[src/rtl/vic_pkg.sv]
package vic_pkg;
    localparam int MAX_LINES   = 64;
    localparam int TABLE_DEPTH = 64;
    localparam int DATA_W      = 32;
    localparam int BYTE_W      = 8;
    localparam int ADDR_W      = 9;
    localparam int IDX_W       = $clog2(MAX_LINES);
    localparam int TAB_IDX_W   = $clog2(TABLE_DEPTH);

    localparam logic [ADDR_W-1:0] A_ID_LO    = 9'h000;
    localparam logic [ADDR_W-1:0] A_ID_HI    = 9'h004;
    localparam logic [ADDR_W-1:0] A_MASK_LO  = 9'h008;
    localparam logic [ADDR_W-1:0] A_MASK_HI  = 9'h00C;
    localparam logic [ADDR_W-1:0] A_EDGE_LO  = 9'h010;
    localparam logic [ADDR_W-1:0] A_EDGE_HI  = 9'h014;
    localparam logic [ADDR_W-1:0] A_MSG_LO   = 9'h018;
    localparam logic [ADDR_W-1:0] A_MSG_HI   = 9'h01C;
    localparam logic [ADDR_W-1:0] A_CLR_LO   = 9'h020;
    localparam logic [ADDR_W-1:0] A_CLR_HI   = 9'h024;
    localparam logic [ADDR_W-1:0] A_STAT_LO  = 9'h028;
    localparam logic [ADDR_W-1:0] A_STAT_HI  = 9'h02C;
    localparam logic [ADDR_W-1:0] A_POL_LO   = 9'h030;
    localparam logic [ADDR_W-1:0] A_POL_HI   = 9'h034;
    localparam logic [ADDR_W-1:0] A_VEC_BASE = 9'h100;
    localparam logic [ADDR_W-1:0] A_RTE_BASE = 9'h140;

    typedef enum logic [1:0] {
        EV_NONE = 2'd0,
        EV_RISE = 2'd1,
        EV_FALL = 2'd2
    } vic_event_e;

    typedef enum logic {
        ST_IDLE  = 1'b0,
        ST_SERVE = 1'b1
    } vic_state_e;
endpackage

[src/rtl/vic_line_tracker.sv]
module vic_line_tracker
    import vic_pkg::*;
#(
    parameter int NUM_LINES = 64
) (
    input  logic                 clk,
    input  logic                 rst_n,
    input  logic [NUM_LINES-1:0] irq_in,
    input  logic [MAX_LINES-1:0] edge_sel,
    input  logic [MAX_LINES-1:0] clr_hit,
    output logic [MAX_LINES-1:0] pend,
    output logic [MAX_LINES-1:0] rise,
    output logic [MAX_LINES-1:0] fall
);
    for (genvar g = 0; g < MAX_LINES; g++) begin : g_line
        if (g < NUM_LINES) begin : g_live
            logic lvl_q;
            logic pend_q;

            always_ff @(posedge clk or negedge rst_n) begin
                if (!rst_n) begin
                    lvl_q  <= 1'b0;
                    pend_q <= 1'b0;
                end else begin
                    lvl_q <= irq_in[g];
                    if (clr_hit[g]) begin
                        pend_q <= 1'b0;
                    end else if (edge_sel[g]) begin
                        if (irq_in[g] && !lvl_q) begin
                            pend_q <= 1'b1;
                        end
                    end else begin
                        pend_q <= irq_in[g];
                    end
                end
            end

            assign pend[g] = pend_q;
            assign rise[g] = irq_in[g] & ~lvl_q;
            assign fall[g] = ~irq_in[g] & lvl_q;

            // an edge line already seen high cannot become pending again
            a_r1_no_repeat_edge: assert property (@(posedge clk) disable iff (!rst_n)
                (edge_sel[g] && lvl_q && !pend_q) |=> !pend_q);
        end else begin : g_tied
            assign pend[g] = 1'b0;
            assign rise[g] = 1'b0;
            assign fall[g] = 1'b0;
        end
    end
endmodule

[src/rtl/vic_regfile.sv]
module vic_regfile
    import vic_pkg::*;
#(
    parameter int          NUM_LINES = 64,
    parameter logic [31:0] ID_WORD   = 32'h5649_4301,
    parameter logic [15:0] VERSION   = 16'h0001
) (
    input  logic                 clk,
    input  logic                 rst_n,
    input  logic                 bus_valid,
    input  logic                 bus_write,
    input  logic [ADDR_W-1:0]    bus_addr,
    input  logic [DATA_W-1:0]    bus_wdata,
    output logic [DATA_W-1:0]    bus_rdata,
    input  logic [MAX_LINES-1:0] isr,
    output logic [MAX_LINES-1:0] mask,
    output logic [MAX_LINES-1:0] mask_rise,
    output logic [MAX_LINES-1:0] mask_fall,
    output logic [MAX_LINES-1:0] edge_sel,
    output logic [MAX_LINES-1:0] clr_hit,
    output logic [1:0]           isr_wr_en,
    output logic [DATA_W-1:0]    isr_wr_data,
    input  logic [IDX_W-1:0]     lk_idx,
    output logic [BYTE_W-1:0]    lk_vec
);
    localparam int          HALF       = DATA_W;
    localparam logic [15:0] LINES_M1   = 16'(NUM_LINES - 1);
    localparam int          TAB_TAG_W  = ADDR_W - TAB_IDX_W;

    logic [MAX_LINES-1:0] mask_q, edge_q, msg_q, pol_q;
    logic [BYTE_W-1:0]    vec_tab [TABLE_DEPTH];
    logic [BYTE_W-1:0]    rte_tab [TABLE_DEPTH];

    logic                 wr, rd;
    logic                 vec_hit, rte_hit;
    logic [TAB_IDX_W-1:0] tab_idx;
    logic [DATA_W-1:0]    rd_mux;

    assign wr      = bus_valid & bus_write;
    assign rd      = bus_valid & ~bus_write;
    assign tab_idx = bus_addr[TAB_IDX_W-1:0];
    assign vec_hit = bus_addr[ADDR_W-1:TAB_IDX_W] == A_VEC_BASE[ADDR_W-1:TAB_IDX_W];
    assign rte_hit = bus_addr[ADDR_W-1:TAB_IDX_W] == A_RTE_BASE[ADDR_W-1:TAB_IDX_W];

    function automatic logic [MAX_LINES-1:0] put_half(
        input logic [MAX_LINES-1:0] old_v,
        input logic                 upper,
        input logic [DATA_W-1:0]    val
    );
        logic [MAX_LINES-1:0] r;
        r = old_v;
        if (upper) r[MAX_LINES-1:HALF] = val;
        else       r[HALF-1:0]         = val;
        return r;
    endfunction

    // 64-bit control registers, written by halves
    always_ff @(posedge clk or negedge rst_n) begin
        if (!rst_n) begin
            mask_q <= '1;
            edge_q <= '0;
            msg_q  <= '0;
            pol_q  <= '0;
        end else if (wr) begin
            unique case (bus_addr)
                A_MASK_LO: mask_q <= put_half(mask_q, 1'b0, bus_wdata);
                A_MASK_HI: mask_q <= put_half(mask_q, 1'b1, bus_wdata);
                A_EDGE_LO: edge_q <= put_half(edge_q, 1'b0, bus_wdata);
                A_EDGE_HI: edge_q <= put_half(edge_q, 1'b1, bus_wdata);
                A_MSG_LO:  msg_q  <= put_half(msg_q,  1'b0, bus_wdata);
                A_MSG_HI:  msg_q  <= put_half(msg_q,  1'b1, bus_wdata);
                A_POL_LO:  pol_q  <= put_half(pol_q,  1'b0, bus_wdata);
                A_POL_HI:  pol_q  <= put_half(pol_q,  1'b1, bus_wdata);
                default: ;
            endcase
        end
    end

    // byte tables
    for (genvar t = 0; t < TABLE_DEPTH; t++) begin : g_tab
        always_ff @(posedge clk or negedge rst_n) begin
            if (!rst_n) begin
                vec_tab[t] <= '0;
                rte_tab[t] <= BYTE_W'(1);
            end else if (wr && tab_idx == TAB_IDX_W'(t)) begin
                if (vec_hit) vec_tab[t] <= bus_wdata[BYTE_W-1:0];
                if (rte_hit) rte_tab[t] <= bus_wdata[BYTE_W-1:0];
            end
        end
    end

    // events derived from mask and clear writes
    always_comb begin
        mask_rise = '0;
        mask_fall = '0;
        clr_hit   = '0;
        if (wr) begin
            unique case (bus_addr)
                A_MASK_LO: begin
                    mask_rise[HALF-1:0] = mask_q[HALF-1:0] & ~bus_wdata;
                    mask_fall[HALF-1:0] = ~mask_q[HALF-1:0] & bus_wdata;
                end
                A_MASK_HI: begin
                    mask_rise[MAX_LINES-1:HALF] = mask_q[MAX_LINES-1:HALF] & ~bus_wdata;
                    mask_fall[MAX_LINES-1:HALF] = ~mask_q[MAX_LINES-1:HALF] & bus_wdata;
                end
                A_CLR_LO: clr_hit[HALF-1:0]           = bus_wdata & edge_q[HALF-1:0];
                A_CLR_HI: clr_hit[MAX_LINES-1:HALF]   = bus_wdata & edge_q[MAX_LINES-1:HALF];
                default: ;
            endcase
        end
    end

    assign isr_wr_en   = {wr && bus_addr == A_STAT_HI, wr && bus_addr == A_STAT_LO};
    assign isr_wr_data = bus_wdata;

    // read selection
    always_comb begin
        logic [MAX_LINES-1:0] vis;
        vis    = isr & ~mask_q;
        rd_mux = '0;
        if (vec_hit) begin
            rd_mux = DATA_W'(vec_tab[tab_idx]);
        end else if (rte_hit) begin
            rd_mux = DATA_W'(rte_tab[tab_idx]);
        end else begin
            unique case (bus_addr)
                A_ID_LO:   rd_mux = ID_WORD;
                A_ID_HI:   rd_mux = {LINES_M1, VERSION};
                A_MASK_LO: rd_mux = mask_q[HALF-1:0];
                A_MASK_HI: rd_mux = mask_q[MAX_LINES-1:HALF];
                A_EDGE_LO: rd_mux = edge_q[HALF-1:0];
                A_EDGE_HI: rd_mux = edge_q[MAX_LINES-1:HALF];
                A_MSG_LO:  rd_mux = msg_q[HALF-1:0];
                A_MSG_HI:  rd_mux = msg_q[MAX_LINES-1:HALF];
                A_STAT_LO: rd_mux = vis[HALF-1:0];
                A_STAT_HI: rd_mux = vis[MAX_LINES-1:HALF];
                A_POL_LO:  rd_mux = pol_q[HALF-1:0];
                A_POL_HI:  rd_mux = pol_q[MAX_LINES-1:HALF];
                default:   rd_mux = '0;
            endcase
        end
    end

    always_ff @(posedge clk or negedge rst_n) begin
        if (!rst_n)  bus_rdata <= '0;
        else if (rd) bus_rdata <= rd_mux;
        else         bus_rdata <= '0;
    end

    assign mask     = mask_q;
    assign edge_sel = edge_q;
    assign lk_vec   = vec_tab[lk_idx];

    logic [TAB_TAG_W-1:0] unused_tag;
    assign unused_tag = '0;

    // writing the low mask half keeps the high half
    a_r8_mask_lo_keeps_hi: assert property (@(posedge clk) disable iff (!rst_n)
        (wr && bus_addr == A_MASK_LO) |=> mask_q[MAX_LINES-1:HALF] == $past(mask_q[MAX_LINES-1:HALF]));
    // writing the high edge half keeps the low half
    a_r8_edge_hi_keeps_lo: assert property (@(posedge clk) disable iff (!rst_n)
        (wr && bus_addr == A_EDGE_HI) |=> edge_q[HALF-1:0] == $past(edge_q[HALF-1:0]));
endmodule

[src/rtl/vic_dispatch.sv]
module vic_dispatch
    import vic_pkg::*;
#(
    parameter int NUM_LINES = 64,
    parameter int NUM_OUTS  = 256
) (
    input  logic                 clk,
    input  logic                 rst_n,
    input  logic [MAX_LINES-1:0] in_rise,
    input  logic [MAX_LINES-1:0] in_fall,
    input  logic [MAX_LINES-1:0] mask_rise,
    input  logic [MAX_LINES-1:0] mask_fall,
    input  logic [MAX_LINES-1:0] clr_hit,
    input  logic [MAX_LINES-1:0] pend,
    input  logic [MAX_LINES-1:0] mask,
    input  logic [1:0]           isr_wr_en,
    input  logic [DATA_W-1:0]    isr_wr_data,
    output logic [IDX_W-1:0]     sel_idx,
    input  logic [BYTE_W-1:0]    sel_vec,
    output logic [MAX_LINES-1:0] isr,
    output logic [NUM_OUTS-1:0]  parent_irq
);
    localparam int HALF = DATA_W;

    vic_state_e           state_q, state_d;
    vic_event_e           evt_q   [MAX_LINES];
    vic_event_e           new_evt [MAX_LINES];
    logic [MAX_LINES-1:0] has_evt, new_has, sel_hot;
    logic                 any_evt, more_evt, serve, vec_ok;
    logic [MAX_LINES-1:0] isr_q;
    logic [NUM_OUTS-1:0]  out_q;

    // newest event per line: clear first, then mask writes, then input changes
    always_comb begin
        for (int i = 0; i < MAX_LINES; i++) begin
            new_evt[i] = EV_NONE;
            if (i < NUM_LINES) begin
                if (clr_hit[i])        new_evt[i] = EV_FALL;
                else if (mask_rise[i]) new_evt[i] = EV_RISE;
                else if (mask_fall[i]) new_evt[i] = EV_FALL;
                else if (in_rise[i])   new_evt[i] = EV_RISE;
                else if (in_fall[i])   new_evt[i] = EV_FALL;
            end
            new_has[i] = new_evt[i] != EV_NONE;
            has_evt[i] = evt_q[i] != EV_NONE;
        end
    end

    // lowest queued line
    always_comb begin
        sel_idx = '0;
        for (int i = MAX_LINES - 1; i >= 0; i--) begin
            if (has_evt[i]) sel_idx = IDX_W'(i);
        end
    end

    assign any_evt  = |has_evt;
    assign sel_hot  = MAX_LINES'(1) << sel_idx;
    assign more_evt = (|(has_evt & ~sel_hot)) | (|new_has);
    assign serve    = (state_q == ST_SERVE) && any_evt;
    assign vec_ok   = int'(sel_vec) < NUM_OUTS;

    // next state
    always_comb begin
        state_d = state_q;
        unique case (state_q)
            ST_IDLE:  if (any_evt)   state_d = ST_SERVE;
            ST_SERVE: if (!more_evt) state_d = ST_IDLE;
        endcase
    end

    // state register
    always_ff @(posedge clk or negedge rst_n) begin
        if (!rst_n) state_q <= ST_IDLE;
        else        state_q <= state_d;
    end

    // event queue
    always_ff @(posedge clk or negedge rst_n) begin
        if (!rst_n) begin
            for (int i = 0; i < MAX_LINES; i++) evt_q[i] <= EV_NONE;
        end else begin
            for (int i = 0; i < MAX_LINES; i++) begin
                if (new_has[i])                                 evt_q[i] <= new_evt[i];
                else if (serve && sel_idx == IDX_W'(i))         evt_q[i] <= EV_NONE;
            end
        end
    end

    // outputs: in-service bits and vectored parent lines
    always_ff @(posedge clk or negedge rst_n) begin
        if (!rst_n) begin
            isr_q <= '0;
            out_q <= '0;
        end else begin
            if (serve) begin
                case (evt_q[sel_idx])
                    EV_RISE: if (pend[sel_idx] && !mask[sel_idx]) begin
                        isr_q[sel_idx] <= 1'b1;
                        if (vec_ok) out_q[sel_vec] <= 1'b1;
                    end
                    EV_FALL: if (isr_q[sel_idx]) begin
                        isr_q[sel_idx] <= 1'b0;
                        if (vec_ok) out_q[sel_vec] <= 1'b0;
                    end
                    default: ;
                endcase
            end
            if (isr_wr_en[0]) isr_q[HALF-1:0]           <= isr_wr_data;
            if (isr_wr_en[1]) isr_q[MAX_LINES-1:HALF]   <= isr_wr_data;
        end
    end

    assign isr        = isr_q;
    assign parent_irq = out_q;

    // without a status write, at most one in-service bit moves per clock
    a_r3_one_line_per_cycle: assert property (@(posedge clk) disable iff (!rst_n)
        (isr_wr_en == 2'b00) |=> $countones(isr_q ^ $past(isr_q)) <= 1);
    // parent outputs move only while serving
    a_r3_idle_outputs_hold: assert property (@(posedge clk) disable iff (!rst_n)
        (state_q == ST_IDLE) |=> $stable(out_q));
    // a masked line never enters service on a rise event
    a_r3_masked_no_service: assert property (@(posedge clk) disable iff (!rst_n)
        (serve && evt_q[sel_idx] == EV_RISE && mask[sel_idx] && isr_wr_en == 2'b00)
        |=> isr_q == $past(isr_q));
    // a served fall event leaves the line out of service
    a_r4_fall_retires: assert property (@(posedge clk) disable iff (!rst_n)
        (serve && evt_q[sel_idx] == EV_FALL && isr_wr_en == 2'b00)
        |=> !isr_q[$past(sel_idx)]);
endmodule

[src/rtl/vec_intc.sv]
module vec_intc
    import vic_pkg::*;
#(
    parameter int          NUM_LINES = 64,
    parameter int          NUM_OUTS  = 256,
    parameter logic [31:0] ID_WORD   = 32'h5649_4301,
    parameter logic [15:0] VERSION   = 16'h0001
) (
    input  logic                 clk,
    input  logic                 rst_n,
    input  logic [NUM_LINES-1:0] irq_in,
    input  logic                 bus_valid,
    input  logic                 bus_write,
    input  logic [8:0]           bus_addr,
    input  logic [31:0]          bus_wdata,
    output logic [31:0]          bus_rdata,
    output logic [NUM_OUTS-1:0]  parent_irq
);
    logic [MAX_LINES-1:0] edge_sel, clr_hit, pend, in_rise, in_fall;
    logic [MAX_LINES-1:0] mask, mask_rise, mask_fall, isr;
    logic [1:0]           isr_wr_en;
    logic [DATA_W-1:0]    isr_wr_data;
    logic [IDX_W-1:0]     sel_idx;
    logic [BYTE_W-1:0]    sel_vec;

    vic_line_tracker #(.NUM_LINES(NUM_LINES)) u_track (
        .clk      (clk),
        .rst_n    (rst_n),
        .irq_in   (irq_in),
        .edge_sel (edge_sel),
        .clr_hit  (clr_hit),
        .pend     (pend),
        .rise     (in_rise),
        .fall     (in_fall)
    );

    vic_regfile #(
        .NUM_LINES (NUM_LINES),
        .ID_WORD   (ID_WORD),
        .VERSION   (VERSION)
    ) u_regs (
        .clk         (clk),
        .rst_n       (rst_n),
        .bus_valid   (bus_valid),
        .bus_write   (bus_write),
        .bus_addr    (bus_addr),
        .bus_wdata   (bus_wdata),
        .bus_rdata   (bus_rdata),
        .isr         (isr),
        .mask        (mask),
        .mask_rise   (mask_rise),
        .mask_fall   (mask_fall),
        .edge_sel    (edge_sel),
        .clr_hit     (clr_hit),
        .isr_wr_en   (isr_wr_en),
        .isr_wr_data (isr_wr_data),
        .lk_idx      (sel_idx),
        .lk_vec      (sel_vec)
    );

    vic_dispatch #(
        .NUM_LINES (NUM_LINES),
        .NUM_OUTS  (NUM_OUTS)
    ) u_disp (
        .clk         (clk),
        .rst_n       (rst_n),
        .in_rise     (in_rise),
        .in_fall     (in_fall),
        .mask_rise   (mask_rise),
        .mask_fall   (mask_fall),
        .clr_hit     (clr_hit),
        .pend        (pend),
        .mask        (mask),
        .isr_wr_en   (isr_wr_en),
        .isr_wr_data (isr_wr_data),
        .sel_idx     (sel_idx),
        .sel_vec     (sel_vec),
        .isr         (isr),
        .parent_irq  (parent_irq)
    );
endmodule

[config.mk]
export PLATFORM = sky130hd
export DESIGN_NAME = vec_intc
export DESIGN_NICKNAME = d
export VERILOG_FILES = /design/src/rtl/vic_pkg.sv /design/src/rtl/vic_line_tracker.sv /design/src/rtl/vic_regfile.sv /design/src/rtl/vic_dispatch.sv /design/src/rtl/vec_intc.sv
export SDC_FILE = /design/constraint.sdc
export NUM_CORES = 2
export LEC_CHECK = 0
export ABC_CLOCK_PERIOD_IN_PS = 6000
export BUFFER_PORTS_ARGS = -buffer_cell sky130_fd_sc_hd__buf_4
export CORE_UTILIZATION = 55
export DETAILED_ROUTE_END_ITERATION = 7
export MAX_ROUTING_LAYER = met4
export PLACE_DENSITY = 0.85
export SKIP_LAST_GASP = 1
export SLEW_MARGIN = 20
export SYNTH_ARGS = -nofsm -noshare
export SYNTH_HDL_FRONTEND = slang
export SYNTH_SLANG_ARGS = --single-unit
[constraint.sdc]
create_clock -name clk -period 6 [get_ports clk]
set_input_delay 0.3 -clock clk [delete_from_list [all_inputs] [get_ports clk]]
set_output_delay 0.3 -clock clk [all_outputs]
set_load 0.05 [all_outputs]
==> results by group <==
Detailed routing
  • DRT Wirelength: ~460000 um
  • Routed len/inst: 38.1 um
  • Final ANT Viol Nets: 0
  • Via count: between 80000 and 90000
  • Drt pass-1 iters: 8
  • Drt first-iter violations: approximately 14000
  • Via density: ~7.3
  • Residual DRC count: 35

Die
  • Die width: roughly 420 um
  • Die height: 424 um
  • Initial Utilization: 55.5%
  • Die area: between 150000 and 200000 um^2
  • Number of I/O pins: just under 400
  • # rows: 154
  • Total core area: 176000 um^2

Clock tree
  • Clk pin slew, worst setup/hold paths: ~70 ps
  • CTS tree: built
  • Clk Tree Root Cell: clkbuf_16
  • # clock sinks: 1889
  • Total CTS buffers: 196
  • H-tree Lvls: 4
  • CTS Buffer Depth: 3
  • Clock latency at the later pin of the worst-skew pair: between 900 and 1000 ps

Logic synthesis
  • EDFF count, synth: 0
  • Post-Synthesis Cell Area: a little under 100000 um^2
  • Ys flop type: dfrtp_1
  • Post-synthesis sequential area ratio: ~48%
  • #FFs+latches synth: between 1500 and 2000
  • Post-synth ARST share: 100%
  • Mapped Cells: 8507
  • Syn_area_per_cell: around 12 um^2
  • Synth warn: 0
  • Mapped Nets: 8618
  • Netlist cell types: 105

Pwr
  • Leakage: between 0.05 and 0.06 uW
  • Max VDD drop: around 290 uV
  • Overall power: between 30000 and 40000 uW
  • Pwr Density: approximately 270 nW/um^2

Setup path
  • Worst Path Arrival: 6860 ps
  • Setup crit end kind: flip-flop
  • CP Launch Type: flip-flop
  • CP Class: reg2reg
  • Max FO, Critical Path: 23
  • CP required: between 6000 and 7000 ps

Placed design
  • Port bufs: approximately 400
  • Placed insts: approximately 12000
  • Setup slack at placement: -411 ps
  • Dpl hpwl: between 300000 and 400000 um
  • Placer congestion estimate: 1.17

GRT
  • Largest net degree at the start of global routing: around 190
  • First-pass GRT wire length: roughly 640000 um
  • Total grt overflow: 0
  • Initial antenna violation count: between 40 and 50
  • Vias in the first global route: between 80000 and 90000
  • Gr usage total: between 50% and 60%

STA
  • Final worst clock skew: around 83 ps
  • F_max: ~0.16 GHz
  • Final WS setup: -144 ps
  • Hold slack: 35.6 ps
  • Final setup viols: 135
  • RSZ-0062 raised after global routing: true
  • Worst slew margin: between 10 and 15%
  • Minimum clock period: 6140 ps
  • Final worst-path cycle share: 102%
  • Worst slew pin tran: roughly 1300 ps
  • Max Slew Vio Count: 0
  • Hold Vio Cnt, Final: 0

Final layout
  • Layout Nets: between 9000 and 10000
  • Fillers: 12400
  • Share of cells above drive strength 1: 38.0%
  • Non-filler cells, final: 12100
  • Area delta synth->final: 21.7%
  • Reg area: around 47000 um^2
  • Area of the multi-input gates: roughly 47000 um^2

Worst hold path
  • HP Class: in2reg

Run
  • Max-Cap Viols: 0

Outcome
  • Failing checks: DRC, setup timing
  • Status: finished with violations
[kinds of logic (layout without fill, tap and decap cells)]
kind of cell / after synthesis / in the layout / share of synthesized area [%]
other cells: 0 / 48 / 0
compound gates: 1521 / 1521 / 10.5
mux: 2014 / 2014 / 26.5
simple gates: 2035 / 2035 / 10.1
fa+ha+maj: 2 / 2 / 0.0255
xor+xnor: 3 / 3 / 0.0268
buf+inv: 1043 / 2276 / 4.35
flops: 1889 / 1889 / 48.4
[routing by layer]
| layer | wire (um) | global-route usage (%) | vias up |
|---|---|---|---|
| li1 | - | - | 33800 |
| met1 | 156000 | 60.4 | 44300 |
| met2 | 197000 | 73.6 | 7762 |
| met3 | 59300 | 16.6 | 2442 |
| met4 | 50000 | 41.1 | 0 |
| met5 | 0 | - | - |
[stage by stage]
step	area, um^2	TNS, ps	util [%]
floorplan	98000	0	-
global placement	110000	-96810	62.2
detailed placement	110000	-83150	62.2
CTS	118000	-3.14	66.8
global route	119000	-15820	67.5
finish	119000	-5750	67.6
[report_power, final]
group | switching [uW] | leakage, uW | internal, uW | total, uW
registers | 397 | 0.0250 | 13100 | 13500
logic | 4230 | 0.0266 | 2310 | 6540
clock network | 5560 | 0.00322 | 7090 | 12600
total | 10200 | 0.0548 | 22500 | 32700
[area by class of cell]
cell class,count,share of cell area (%)
antenna,48,0.101
sequential,1889,39.8
clock buffer,311,4.88
inverter,407,1.28
clock inverter,56,0.674
multi-input combinational,5575,39.6
timing repair buffer,1502,11.2
tap,2340,2.46
[cell usage in the layout, fill, tap and decap left out, types with 21 or more instances in the layout]
cell | netlist | final
nand2_1 | 808 | 804
a221oi_1 | 47 | 36
buf_12 | 1 | 99
a31oi_1 | 108 | 102
buf_4 | 28 | 1258
dfstp_2 | 128 | 128
nor4_1 | 124 | 107
dlygate4sd3_1 | 0 | 91
dfrtp_1 | 1761 | 1760
o22ai_1 | 129 | 115
a31o_2 | 31 | 31
o311ai_0 | 35 | 34
diode_2 | 0 | 48
clkbuf_16 | 0 | 216
a21boi_0 | 21 | 21
and2_1 | 77 | 76
or3_1 | 26 | 24
a222oi_1 | 37 | 37
nor4_2 | 11 | 26
nor3_1 | 40 | 32
mux4_2 | 337 | 337
nand4_1 | 237 | 237
a22oi_1 | 40 | 39
and3_1 | 31 | 29
o211ai_1 | 51 | 51
a32oi_1 | 60 | 60
nor3b_1 | 35 | 34
a21oi_1 | 386 | 383
clkbuf_8 | 0 | 45
clkbuf_1 | 436 | 69
nor2_1 | 384 | 360
o21ai_0 | 232 | 228
a211oi_1 | 42 | 36
mux2_2 | 1298 | 1298
o31ai_1 | 46 | 42
inv_1 | 406 | 406
nand3_1 | 144 | 137
mux2i_1 | 379 | 379
clkinv_2 | 0 | 29
o21a_1 | 27 | 25
[Yosys cell counts, types with 108 or more instances]
| cell type | count | share of area [%] |
|---|---|---|
| a21oi_1 | 386 | 2.0 |
| inv_1 | 406 | 1.6 |
| mux4_2 | 337 | 7.7 |
| clkbuf_1 | 436 | 1.7 |
| a31oi_1 | 108 | 0.69 |
| dfrtp_1 | 1761 | 45 |
| nor4_1 | 124 | 0.79 |
| dfstp_2 | 128 | 3.4 |
| o22ai_1 | 129 | 0.82 |
| nand4_1 | 237 | 1.5 |
| mux2i_1 | 379 | 3.9 |
| o21ai_0 | 232 | 1.2 |
| mux2_2 | 1298 | 15 |
| nand3_1 | 144 | 0.74 |
| nor2_1 | 384 | 1.5 |
| nand2_1 | 808 | 3.1 |
[worst paths after layout]
kind,startpoint,to,slack (ps),depth (start not counted)
min reg2reg,u_regs.rte_tab[332],u_regs.rte_tab[332],500,1
max reg2reg,u_disp.evt_q[35],flip-flop,-140,24
min in group asynchronous,rst_n,u_regs.msg_q[42],50,2
max in group asynchronous,rst_n,u_regs.rte_tab[302],4120,4
min,bus_wdata[2],flip-flop,40,3
max,u_disp.evt_q[35],flip-flop,-140,24
[worst max-delay path, cell delays in order (launching register included)]
cell and delay [ps]:
dfrtp_1 550, nor2_1 110, buf_4 160, buf_4 150, a2111oi_1 420, buf_4 230
nand2_1 90, o21a_1 250, o21ai_4 190, buf_4 170, buf_8 270, buf_6 330
mux2i_1 480, o22ai_1 320, a32oi_1 290, buf_4 150, nand4_1 140, o21a_1 300
buf_12 170, nor4_4 300, buf_6 220, buf_12 190, clkbuf_16 190, nand4_1 130
mux2i_1 160
[timing repair]
item / in CTS / in global routing
gates resized for setup: 46 / 108
hold buffers: 91 / 0
gates cloned: 5 / 20
setup endpoints to repair: 319 / 319
setup buffers: 18 / 25
pin swaps: 11 / 60
endpoints found under the hold margin: 496 / 0
Power figures use the tool's default switching activity.
